$ cat config.mk
export PLATFORM = sky130hd
export DESIGN_NAME = pkt_alarm_fifo
export DESIGN_NICKNAME = d
export VERILOG_FILES = /design/src/rtl/pkt_alarm_pkg.sv /design/src/rtl/pkt_fifo_mem.sv /design/src/rtl/pkt_rx_packer.sv /design/src/rtl/pkt_tx_unpacker.sv /design/src/rtl/pkt_alarm_gen.sv /design/src/rtl/pkt_alarm_fifo.sv
export SDC_FILE = /design/constraint.sdc
export NUM_CORES = 1
export LEC_CHECK = 0
export CORE_ASPECT_RATIO = 1.75
export CORE_MARGIN = 8
export CORE_UTILIZATION = 50
export DETAILED_ROUTE_END_ITERATION = 16
export PLACE_DENSITY = 0.68
export SLEW_MARGIN = 15
export SYNTH_ARGS = -nofsm -noshare
export SYNTH_HDL_FRONTEND = slang
export SYNTH_SLANG_ARGS = --single-unit
$ cat constraint.sdc
create_clock -name clk -period 12.75 [get_ports clk]
set_clock_uncertainty 0.2 [all_clocks]
set_input_delay 1.275 -clock clk [delete_from_list [all_inputs] [get_ports clk]]
set_output_delay 1.275 -clock clk [all_outputs]
set_load 0.05 [all_outputs]
$ cat src/rtl/pkt_alarm_pkg.sv
package pkt_alarm_pkg;
  localparam int unsigned HOST_W = 32;
  localparam int unsigned DEV_W  = 16;

  typedef enum logic {
    MODE_RX = 1'b0,
    MODE_TX = 1'b1
  } xfer_mode_e;
endpackage

$ cat src/rtl/pkt_fifo_mem.sv
module pkt_fifo_mem #(
  parameter int unsigned WORD_W = 32,
  parameter int unsigned DEPTH  = 16,
  localparam int unsigned AW = $clog2(DEPTH),
  localparam int unsigned CW = AW + 1
) (
  input  logic              clk,
  input  logic              rst_n,
  input  logic              flush,
  input  logic              push,
  input  logic [WORD_W-1:0] push_data,
  input  logic              pop,
  output logic [WORD_W-1:0] head,
  output logic [CW-1:0]     count,
  output logic              full,
  output logic              empty
);
  logic [WORD_W-1:0] mem [DEPTH];
  logic [AW-1:0]     wptr, rptr;
  logic              do_push, do_pop;

  function automatic logic [AW-1:0] bump(input logic [AW-1:0] p);
    return (p == AW'(DEPTH - 1)) ? '0 : p + 1'b1;
  endfunction

  assign full    = (count == CW'(DEPTH));
  assign empty   = (count == '0);
  assign do_push = push && !full && !flush;
  assign do_pop  = pop && !empty && !flush;
  assign head    = mem[rptr];

  always_ff @(posedge clk) begin
    if (do_push) mem[wptr] <= push_data;
  end

  always_ff @(posedge clk or negedge rst_n) begin
    if (!rst_n) begin
      wptr  <= '0;
      rptr  <= '0;
      count <= '0;
    end else if (flush) begin
      wptr  <= '0;
      rptr  <= '0;
      count <= '0;
    end else begin
      if (do_push) wptr <= bump(wptr);
      if (do_pop)  rptr <= bump(rptr);
      case ({do_push, do_pop})
        2'b10:   count <= count + 1'b1;
        2'b01:   count <= count - 1'b1;
        default: count <= count;
      endcase
    end
  end
endmodule

$ cat src/rtl/pkt_rx_packer.sv
module pkt_rx_packer #(
  parameter int unsigned HALF_W = 16
) (
  input  logic                clk,
  input  logic                rst_n,
  input  logic                flush,
  input  logic                enable,
  input  logic                in_valid,
  input  logic [HALF_W-1:0]   in_data,
  output logic                in_ready,
  input  logic                fifo_full,
  output logic                push,
  output logic [2*HALF_W-1:0] push_data
);
  logic              half_held;
  logic [HALF_W-1:0] low_q;
  logic              beat;

  assign in_ready  = enable && (!half_held || !fifo_full);
  assign beat      = in_valid && in_ready;
  assign push      = beat && half_held;
  assign push_data = {in_data, low_q};

  always_ff @(posedge clk or negedge rst_n) begin
    if (!rst_n) begin
      half_held <= 1'b0;
      low_q     <= '0;
    end else if (flush) begin
      half_held <= 1'b0;
    end else if (beat) begin
      if (!half_held) low_q <= in_data;
      half_held <= !half_held;
    end
  end
endmodule

$ cat src/rtl/pkt_tx_unpacker.sv
module pkt_tx_unpacker #(
  parameter int unsigned HALF_W = 16
) (
  input  logic                clk,
  input  logic                rst_n,
  input  logic                flush,
  input  logic                enable,
  input  logic [2*HALF_W-1:0] head,
  input  logic                fifo_empty,
  output logic                pop,
  output logic                out_valid,
  input  logic                out_ready,
  output logic [HALF_W-1:0]   out_data
);
  logic              high_pend;
  logic [HALF_W-1:0] high_q;
  logic              beat;

  assign out_valid = enable && (high_pend || !fifo_empty);
  assign beat      = out_valid && out_ready;
  assign pop       = beat && !high_pend;
  assign out_data  = high_pend ? high_q : head[HALF_W-1:0];

  always_ff @(posedge clk or negedge rst_n) begin
    if (!rst_n) begin
      high_pend <= 1'b0;
      high_q    <= '0;
    end else if (flush) begin
      high_pend <= 1'b0;
    end else if (beat) begin
      if (!high_pend) high_q <= head[2*HALF_W-1:HALF_W];
      high_pend <= !high_pend;
    end
  end
endmodule

$ cat src/rtl/pkt_alarm_gen.sv
module pkt_alarm_gen #(
  parameter int unsigned DEPTH = 16,
  localparam int unsigned CW = $clog2(DEPTH) + 1
) (
  input  logic          clk,
  input  logic          rst_n,
  input  logic          flush,
  input  logic          mode_tx,
  input  logic [CW-1:0] pkt_len,
  input  logic [CW-1:0] count,
  output logic [CW-1:0] eff_len,
  output logic          rx_alarm,
  output logic          tx_alarm
);
  logic [CW-1:0] free_words;

  always_comb begin
    if (pkt_len == '0)                eff_len = CW'(1);
    else if (pkt_len > CW'(DEPTH))    eff_len = CW'(DEPTH);
    else                              eff_len = pkt_len;
  end

  assign free_words = CW'(DEPTH) - count;

  always_ff @(posedge clk or negedge rst_n) begin
    if (!rst_n) begin
      rx_alarm <= 1'b0;
      tx_alarm <= 1'b0;
    end else begin
      rx_alarm <= !flush && !mode_tx && (count >= eff_len);
      tx_alarm <= !flush &&  mode_tx && (free_words >= eff_len);
    end
  end
endmodule

$ cat src/rtl/pkt_alarm_fifo.sv
module pkt_alarm_fifo
  import pkt_alarm_pkg::*;
#(
  parameter int unsigned DEPTH = 16,
  localparam int unsigned CW = $clog2(DEPTH) + 1
) (
  input  logic              clk,
  input  logic              rst_n,
  input  logic              flush,
  input  logic              dir_tx,
  input  logic [CW-1:0]     pkt_len,
  input  logic              h_wr_en,
  input  logic [HOST_W-1:0] h_wr_data,
  input  logic              h_rd_en,
  output logic [HOST_W-1:0] h_rd_data,
  input  logic              d_in_valid,
  output logic              d_in_ready,
  input  logic [DEV_W-1:0]  d_in_data,
  output logic              d_out_valid,
  input  logic              d_out_ready,
  output logic [DEV_W-1:0]  d_out_data,
  output logic              rx_alarm,
  output logic              tx_alarm,
  output logic              xfer_err
);
  xfer_mode_e        mode;
  logic              fifo_push, fifo_pop, fifo_full, fifo_empty;
  logic [HOST_W-1:0] fifo_wdata, fifo_head;
  logic [CW-1:0]     fifo_cnt, eff_len;
  logic              pk_push, up_pop;
  logic [HOST_W-1:0] pk_data;
  logic              overflow, underflow;

  assign mode = dir_tx ? MODE_TX : MODE_RX;

  pkt_rx_packer #(.HALF_W(DEV_W)) packer_i (
    .clk(clk), .rst_n(rst_n), .flush(flush),
    .enable(mode == MODE_RX),
    .in_valid(d_in_valid), .in_data(d_in_data), .in_ready(d_in_ready),
    .fifo_full(fifo_full), .push(pk_push), .push_data(pk_data)
  );

  pkt_tx_unpacker #(.HALF_W(DEV_W)) unpacker_i (
    .clk(clk), .rst_n(rst_n), .flush(flush),
    .enable(mode == MODE_TX),
    .head(fifo_head), .fifo_empty(fifo_empty), .pop(up_pop),
    .out_valid(d_out_valid), .out_ready(d_out_ready), .out_data(d_out_data)
  );

  always_comb begin
    if (mode == MODE_TX) begin
      fifo_push  = h_wr_en;
      fifo_wdata = h_wr_data;
      fifo_pop   = up_pop;
    end else begin
      fifo_push  = pk_push;
      fifo_wdata = pk_data;
      fifo_pop   = h_rd_en;
    end
  end

  pkt_fifo_mem #(.WORD_W(HOST_W), .DEPTH(DEPTH)) fifo_i (
    .clk(clk), .rst_n(rst_n), .flush(flush),
    .push(fifo_push), .push_data(fifo_wdata), .pop(fifo_pop),
    .head(fifo_head), .count(fifo_cnt), .full(fifo_full), .empty(fifo_empty)
  );

  assign h_rd_data = fifo_head;

  pkt_alarm_gen #(.DEPTH(DEPTH)) alarm_i (
    .clk(clk), .rst_n(rst_n), .flush(flush),
    .mode_tx(mode == MODE_TX), .pkt_len(pkt_len), .count(fifo_cnt),
    .eff_len(eff_len), .rx_alarm(rx_alarm), .tx_alarm(tx_alarm)
  );

  assign overflow  = (mode == MODE_TX) && h_wr_en && fifo_full;
  assign underflow = (mode == MODE_RX) && h_rd_en && fifo_empty;

  always_ff @(posedge clk or negedge rst_n) begin
    if (!rst_n)                     xfer_err <= 1'b0;
    else if (flush)                 xfer_err <= 1'b0;
    else if (overflow || underflow) xfer_err <= 1'b1;
  end
endmodule

==> summary.txt, run 1 <==
hold path depth = 1
setup tns final = 0 ns
row cnt = 103
combinational share of power = 19.5%
final wirelength = 51.2 mm
synthesized area = 22500 sq um
CP max FO = 40
final setup vio count = 0
first-pass GRT wire length = 75.8 mm
worst setup path end = d_out_data[8]
Die Area = 52300 sq um
IO buf count = 113
Main synth FF type = edfxtp_1
setup slack, reg-to-reg = 8.81 ns
CTS H-Tree Depth = 2
clock root buffer = clkbuf_16
Ys Warns = 0
clock slew at reported path FFs = 0.07 ns
Post-Syn Nets = 1139
crit share post-route = 49.9%
Residual DRC = 0
CP dominant cell by count = buf_4
nature of the critical path endpoint = output port
Yosys cell types = 40
hold_sp = unpacker_i.high_q[7]
CTS sink count = 562
DRT Pass-1 Iters = 5
clock network power share = 32.2%
via count = 10943
PwrDens = 173 nW/um^2
Startpoint Class = register
commonest non-fill, non-tap cell in the layout = edfxtp_1
cells after synthesis = 1057
WL per Instance = 28.4 microns
reg-to-reg startpoint = fifo_i.rptr[0]
Vias/cell = 6.07
register area = 16600 sq um
Worst VDD drop = 135 uV
register area share after synthesis = 73.9%
FF-to-FF End = unpacker_i.high_q[12]
Final nets = 1272
initial antenna violation count = 0
Die W = 176 microns
CTS tree = built
clock buffer count from CTS = 47
vias in the first global route = 11438
Flop pwr share = 48.3%
Yosys reg bits = 562
DRT iter0 DRCs = 982
CTS Hold Bufs = 0
postcts setup bufs = 0
Switching Fraction = 26.1%
maximum root-to-sink buffer count = 3
antenna cells = 0
Relative slew margins = 30.8%
WS Path Type = register to output port
hpwl dp = 28.4 mm
Reg2Reg Depth = 5
CTS resizes = 0
Max Cap Violations = 0
final slew viol count = 0
slowest cell on the critical path = dfrtp_4
final core occ = 58.0%
Multi-input gate area = 5650 sq um
critical path arrival = 4.89 ns
FFs w/ async S/R, synth = 8.90%
critical path cell sequence = buf_4, buf_4, mux4_2, nor2b_1, a211oi_1, a21oi_1, mux2_2, clkdlybuf4s50_1
final-layout fill cell count = 3231
Worst Path Required = 11.27 ns
Ports = 114
clock latency on the worst-skew pair = 0.57 ns
Post-synth EDFFs = 512
Slew @ Worst Pin = 1.04 ns
Core Region = 44700 sq um
Leakage = 8.18 nW
Layout area overhead = 15.3%
largest net degree at the start of global routing = 70
total congestion overflow = 0
f_max = 157 MHz
Initial Utilization = 50.3%
crit path from = fifo_i.rptr[0]
unrepaired setup endpoints after global routing = false
worst hold path type = register to register
hold slack = 0.303 ns
Syn Area/Cell = 21.3 sq um
chip height = 297 microns
GRT Resource Usage Total = 20.0%
GP Congestion = 0.718
P_int = 3.31 mW
Tmin final = 6.36 ns
highest cell delay on the worst timing path = 0.71 ns
Sw Pwr = 1.17 mW
final antenna-violating net count = 0
run status = finished clean
layout cells sized above 1 = 27.8%
Final Hold Viols = 0
commonest cells after routing, fill and taps aside = 512 x edfxtp_1, 144 x mux4_2, 111 x clkdlybuf4s50_1
[synthesized netlist by cell type, drive strengths merged, types with 3 or more instances]
master / number / area (sq um)
nor3: 8 / 40.0
xnor2: 7 / 61.3
xor2: 3 / 26.3
nand2b: 4 / 25.0
inv: 12 / 45.0
mux4: 144 / 3240
a21o: 5 / 37.5
a211oi: 18 / 135
a21oi: 27 / 139
clkbuf: 22 / 82.6
nor2: 30 / 113
o21ai: 5 / 25.0
buf: 34 / 196
nand2: 21 / 78.8
ha: 20 / 250
mux2: 80 / 901
nor2b: 18 / 113
dfrtp: 50 / 1250
mux2i: 19 / 190
edfxtp: 512 / 15400
[kinds of logic after synthesis]
kind of cell / after synthesis / share of synthesized area [%]
AO/OA/AOI/OAI: 59 / 1.66
XOR/XNOR: 10 / 0.390
adder cells (fa/ha/maj): 21 / 1.20
buffers and inverters: 68 / 1.44
flip-flops: 562 / 73.9
multiplexers: 243 / 19.3
AND/OR/NAND/NOR: 94 / 2.08
[worst min path at each step]
stage	to	slack (ns)
4_1_cts	packer_i.low_q[8]	0.31
2_1_floorplan	unpacker_i.high_q[0]	0.28
6_report	unpacker_i.high_q[7]	0.30
5_1_grt	packer_i.low_q[8]	0.32
3_5_place_dp	packer_i.low_q[8]	0.29
3_3_place_gp	unpacker_i.high_q[1]	0.28
[registers in the layout, indices dropped and copies added, names as in the netlist]
register	flops
fifo_i.count	5
packer_i.low_q	16
unpacker_i.high_pend	1
fifo_i.wptr	4
unpacker_i.high_q	16
fifo_i.rptr	4
packer_i.half_held	1
alarm_i.tx_alarm	1
fifo_i.mem	512
xfer_err	1
alarm_i.rx_alarm	1
[layout make-up]
| cell class | instances | area share (%) |
|---|---|---|
| flip-flops and latches | 562 | 64.2 |
| repair buffers | 140 | 5.11 |
| clock buffers | 69 | 5.17 |
| inverters | 12 | 0.174 |
| clock inverters | 15 | 0.763 |
| well taps | 577 | 2.79 |
| multi-input cells | 427 | 21.8 |
[stage by stage]
step                      area, sq um  cells  worst slack (ns)  power (mW)
final                           25900   1802              6.39        4.49
after global routing            25900   1802              6.06        4.65
after CTS                       25900   1802              6.25        4.53
after detailed placement        24400   1718              6.85        3.09
after global placement          24400   1718              6.80        3.08
after floorplan                 22500   1057              7.73        2.82
[power by group through the flow]
stage               Combinational [mW]  Clock (mW)  Sequential [mW]
floorplan                        0.641           0             2.18
global placement                 0.873           0             2.20
detailed placement               0.885           0             2.21
CTS                              0.889        1.47             2.17
global route                     0.938        1.53             2.17
finish                           0.873        1.45             2.17
[routing by layer]
layer  track usage (%)  routed length, microns
met5                 0                       0
met4              7.53                    1760
met3              2.43                    2970
met2              34.7                   27000
met1              25.6                   19500
[critical path: cells and delay by family (launching register included)]
kind                   cells  cell delay (ns)
multiplexers               2             0.93
AO/OA/AOI/OAI              2             0.38
AND/OR/NAND/NOR            1             0.14
buffers and inverters      3             2.10
flip-flops                 1             0.71
Power figures use the tool's default switching activity.
==> inputs of run 2 (changes only) <==
- clock period: 12.75 -> 5.97 ns (I/O delays scaled with it)
==> run 2 against run 1 <==
Critical path depth decreased by 1. Design area increased by 0.32%. Count of clock-buffer cells in the layout increased by 5. Hold slack got worse by 0.28 ns. Global-route usage increased by 0.29 points. Non-clock buffer count increased by 5.
==> summary.txt, run 2 (synthesized netlist as in run 1, its figures left out) <==
row cnt = 103 (unchanged)
commonest cells after routing, fill and taps aside = 512 x edfxtp_1, 144 x mux4_2, 111 x clkdlybuf4s50_1
crit share post-route = 78.5%
DRT iter0 DRCs = 1061 (+8.0%)
GP Congestion = 0.738 (+2.8%)
Critical path buffers and inverters = 2 (-1)
final antenna-violating net count = 0 (unchanged)
clock root buffer = clkbuf_16
final setup vio count = 0 (unchanged)
largest net degree at the start of global routing = 56 (-20%)
GRT Resource Usage Total = 20.3% (+0.29 points)
final core occ = 58.1% (+0.18 points)
DRT Pass-1 Iters = 5 (unchanged)
Die Area = 52300 sq um (unchanged)
WL per Instance = 28.8 microns (+1.4%)
setup tns final = 0 ns (unchanged)
layout cells sized above 1 = 28.7% (+0.85 points)
run status = finished clean
Multi-input gate area = 5650 sq um (unchanged)
CP max FO = 37 (-7.5%)
WS Path Type = register to output port
postcts setup bufs = 0 (unchanged)
nature of the critical path endpoint = output port
Final nets = 1278 (+0.47%)
Vias/cell = 6.05 (-0.31%)
maximum root-to-sink buffer count = 3 (unchanged)
Top reg by flops = fifo_i.mem
final slew viol count = 0 (unchanged)
register area = 16600 sq um (unchanged)
CTS H-Tree Depth = 2 (unchanged)
Final Hold Viols = 0 (unchanged)
Leakage = 8.22 nW (+0.49%)
Residual DRC = 0 (unchanged)
f_max = 213 MHz
Ports = 114 (unchanged)
CTS Hold Bufs = 0 (unchanged)
clock latency on the worst-skew pair = 0.56 ns (about the same)
initial antenna violation count = 0 (unchanged)
PwrDens = 368 nW/um^2 (+110%)
Worst Path Required = 5.17 ns (-6.10 ns)
Tot Pwr = 9.57 mW (+110%)
Tmin final = 4.69 ns
unrepaired setup endpoints after global routing = false
chip height = 297 microns (unchanged)
Layout area overhead = 15.7%
first-pass GRT wire length = 76.7 mm (+1.2%)
Max Cap Violations = 0 (unchanged)
highest cell delay on the worst timing path = 0.81 ns (+0.10 ns)
Worst VDD drop = 275 uV (+100%)
CTS tree = built
hpwl dp = 30.7 mm (+7.8%)
Initial Utilization = 50.3% (unchanged)
IO buf count = 113 (unchanged)
via count = 10964 (+0.19%)
clock slew at reported path FFs = 0.06 ns (about the same)
Relative slew margins = 30.2% (-0.59 points)
clock buffer count from CTS = 48 (+2.1%)
critical path arrival = 3.89 ns (-1.00 ns)
Die W = 176 microns (unchanged)
biggest regs = fifo_i.mem: 512 flops, packer_i.low_q: 16 flops, unpacker_i.high_q: 16 flops
max FFs per register = 512 (unchanged)
Startpoint Class = register
final wirelength = 52.2 mm (+1.9%)
commonest non-fill, non-tap cell in the layout = edfxtp_1
delay-heaviest family, CP = buffers and inverters
antenna cells = 0 (unchanged)
vias in the first global route = 11600 (+1.4%)
CTS resizes = 0 (unchanged)
CTS sink count = 562 (unchanged)
Slew @ Worst Pin = 1.04 ns (+0.00634 ns)
total congestion overflow = 0 (unchanged)
Core Region = 44700 sq um (unchanged)
worst hold path type = input port to async pin
final-layout fill cell count = 3204 (-0.84%)
slowest cell on the critical path = dfrtp_4
critical path cell sequence = buf_4, mux4_2, nor2b_1, a211oi_1, a21oi_1, mux2_2, clkdlybuf4s50_1
[run 2: cell count changes in the layout (fill, tap and decap cells not counted)]
cell        change
buf_12          +3
buf_4           +2
bufinv_16       -3
clkbuf_8        +5
clkinv_1        -4
clkinv_2        +1
clkinv_4        +2
clkinvlp_4      +2
inv_4           +1
[run 2: layout make-up]
cell class                 instances  area share (%)
inverter                          12           0.173
timing repair buffer             145            5.38
multi-input combinational        427            21.7
sequential                       562            64.0
clock buffer                      74            5.42
clock inverter                    14           0.524
tap                              577            2.78
[run 2: final timing paths]
kind | depth (start not counted) | slack (ns) | endpoint | start
min in group clk | 2 | 0.16 | alarm_i.rx_alarm | dir_tx
max in group asynchronous | 2 | 4.91 | fifo_i.rptr[1] | rst_n
min | 2 | 0.03 | fifo_i.wptr[0] | rst_n
max | 7 | 1.28 | d_out_data[14] | fifo_i.rptr[1]
max reg2reg | 9 | 2.22 | fifo_i.mem[12][24] | fifo_i.count[1]
min reg2reg | 1 | 0.31 | unpacker_i.high_q[14] | unpacker_i.high_q[14]
[run 2: per-layer routing]
| layer | vias up | GRT usage, % | share of wire, % |
|---|---|---|---|
| li1 | 4618 | - | - |
| met5 | - | 0 | 0 |
| met1 | 5859 | 25.2 | 38 |
| met2 | 394 | 35.6 | 53 |
| met3 | 93 | 3.13 | 5.7 |
| met4 | 0 | 7.28 | 3.2 |
[run 2: report_power, final]
group | switching, mW | internal (mW) | total (mW)
Sequential | 0.105 | 4.50 | 4.61
Clock | 1.34 | 1.72 | 3.06
Combinational | 1.09 | 0.814 | 1.90
Total | 2.54 | 7.04 | 9.57
[run 2: stage by stage]
stage / cell area, sq um / cells / hold slack [ns] / setup slack, ns
after global placement: 24500 / 1723 / 0.285 / 1.87
after CTS: 26000 / 1811 / 0.0259 / 1.25
after detailed placement: 24500 / 1723 / 0.293 / 1.86
after global routing: 26000 / 1811 / 0.0737 / 1.09
final: 26000 / 1811 / 0.0274 / 1.28
after floorplan: 22500 / 1057 / 0.101 / 1.54
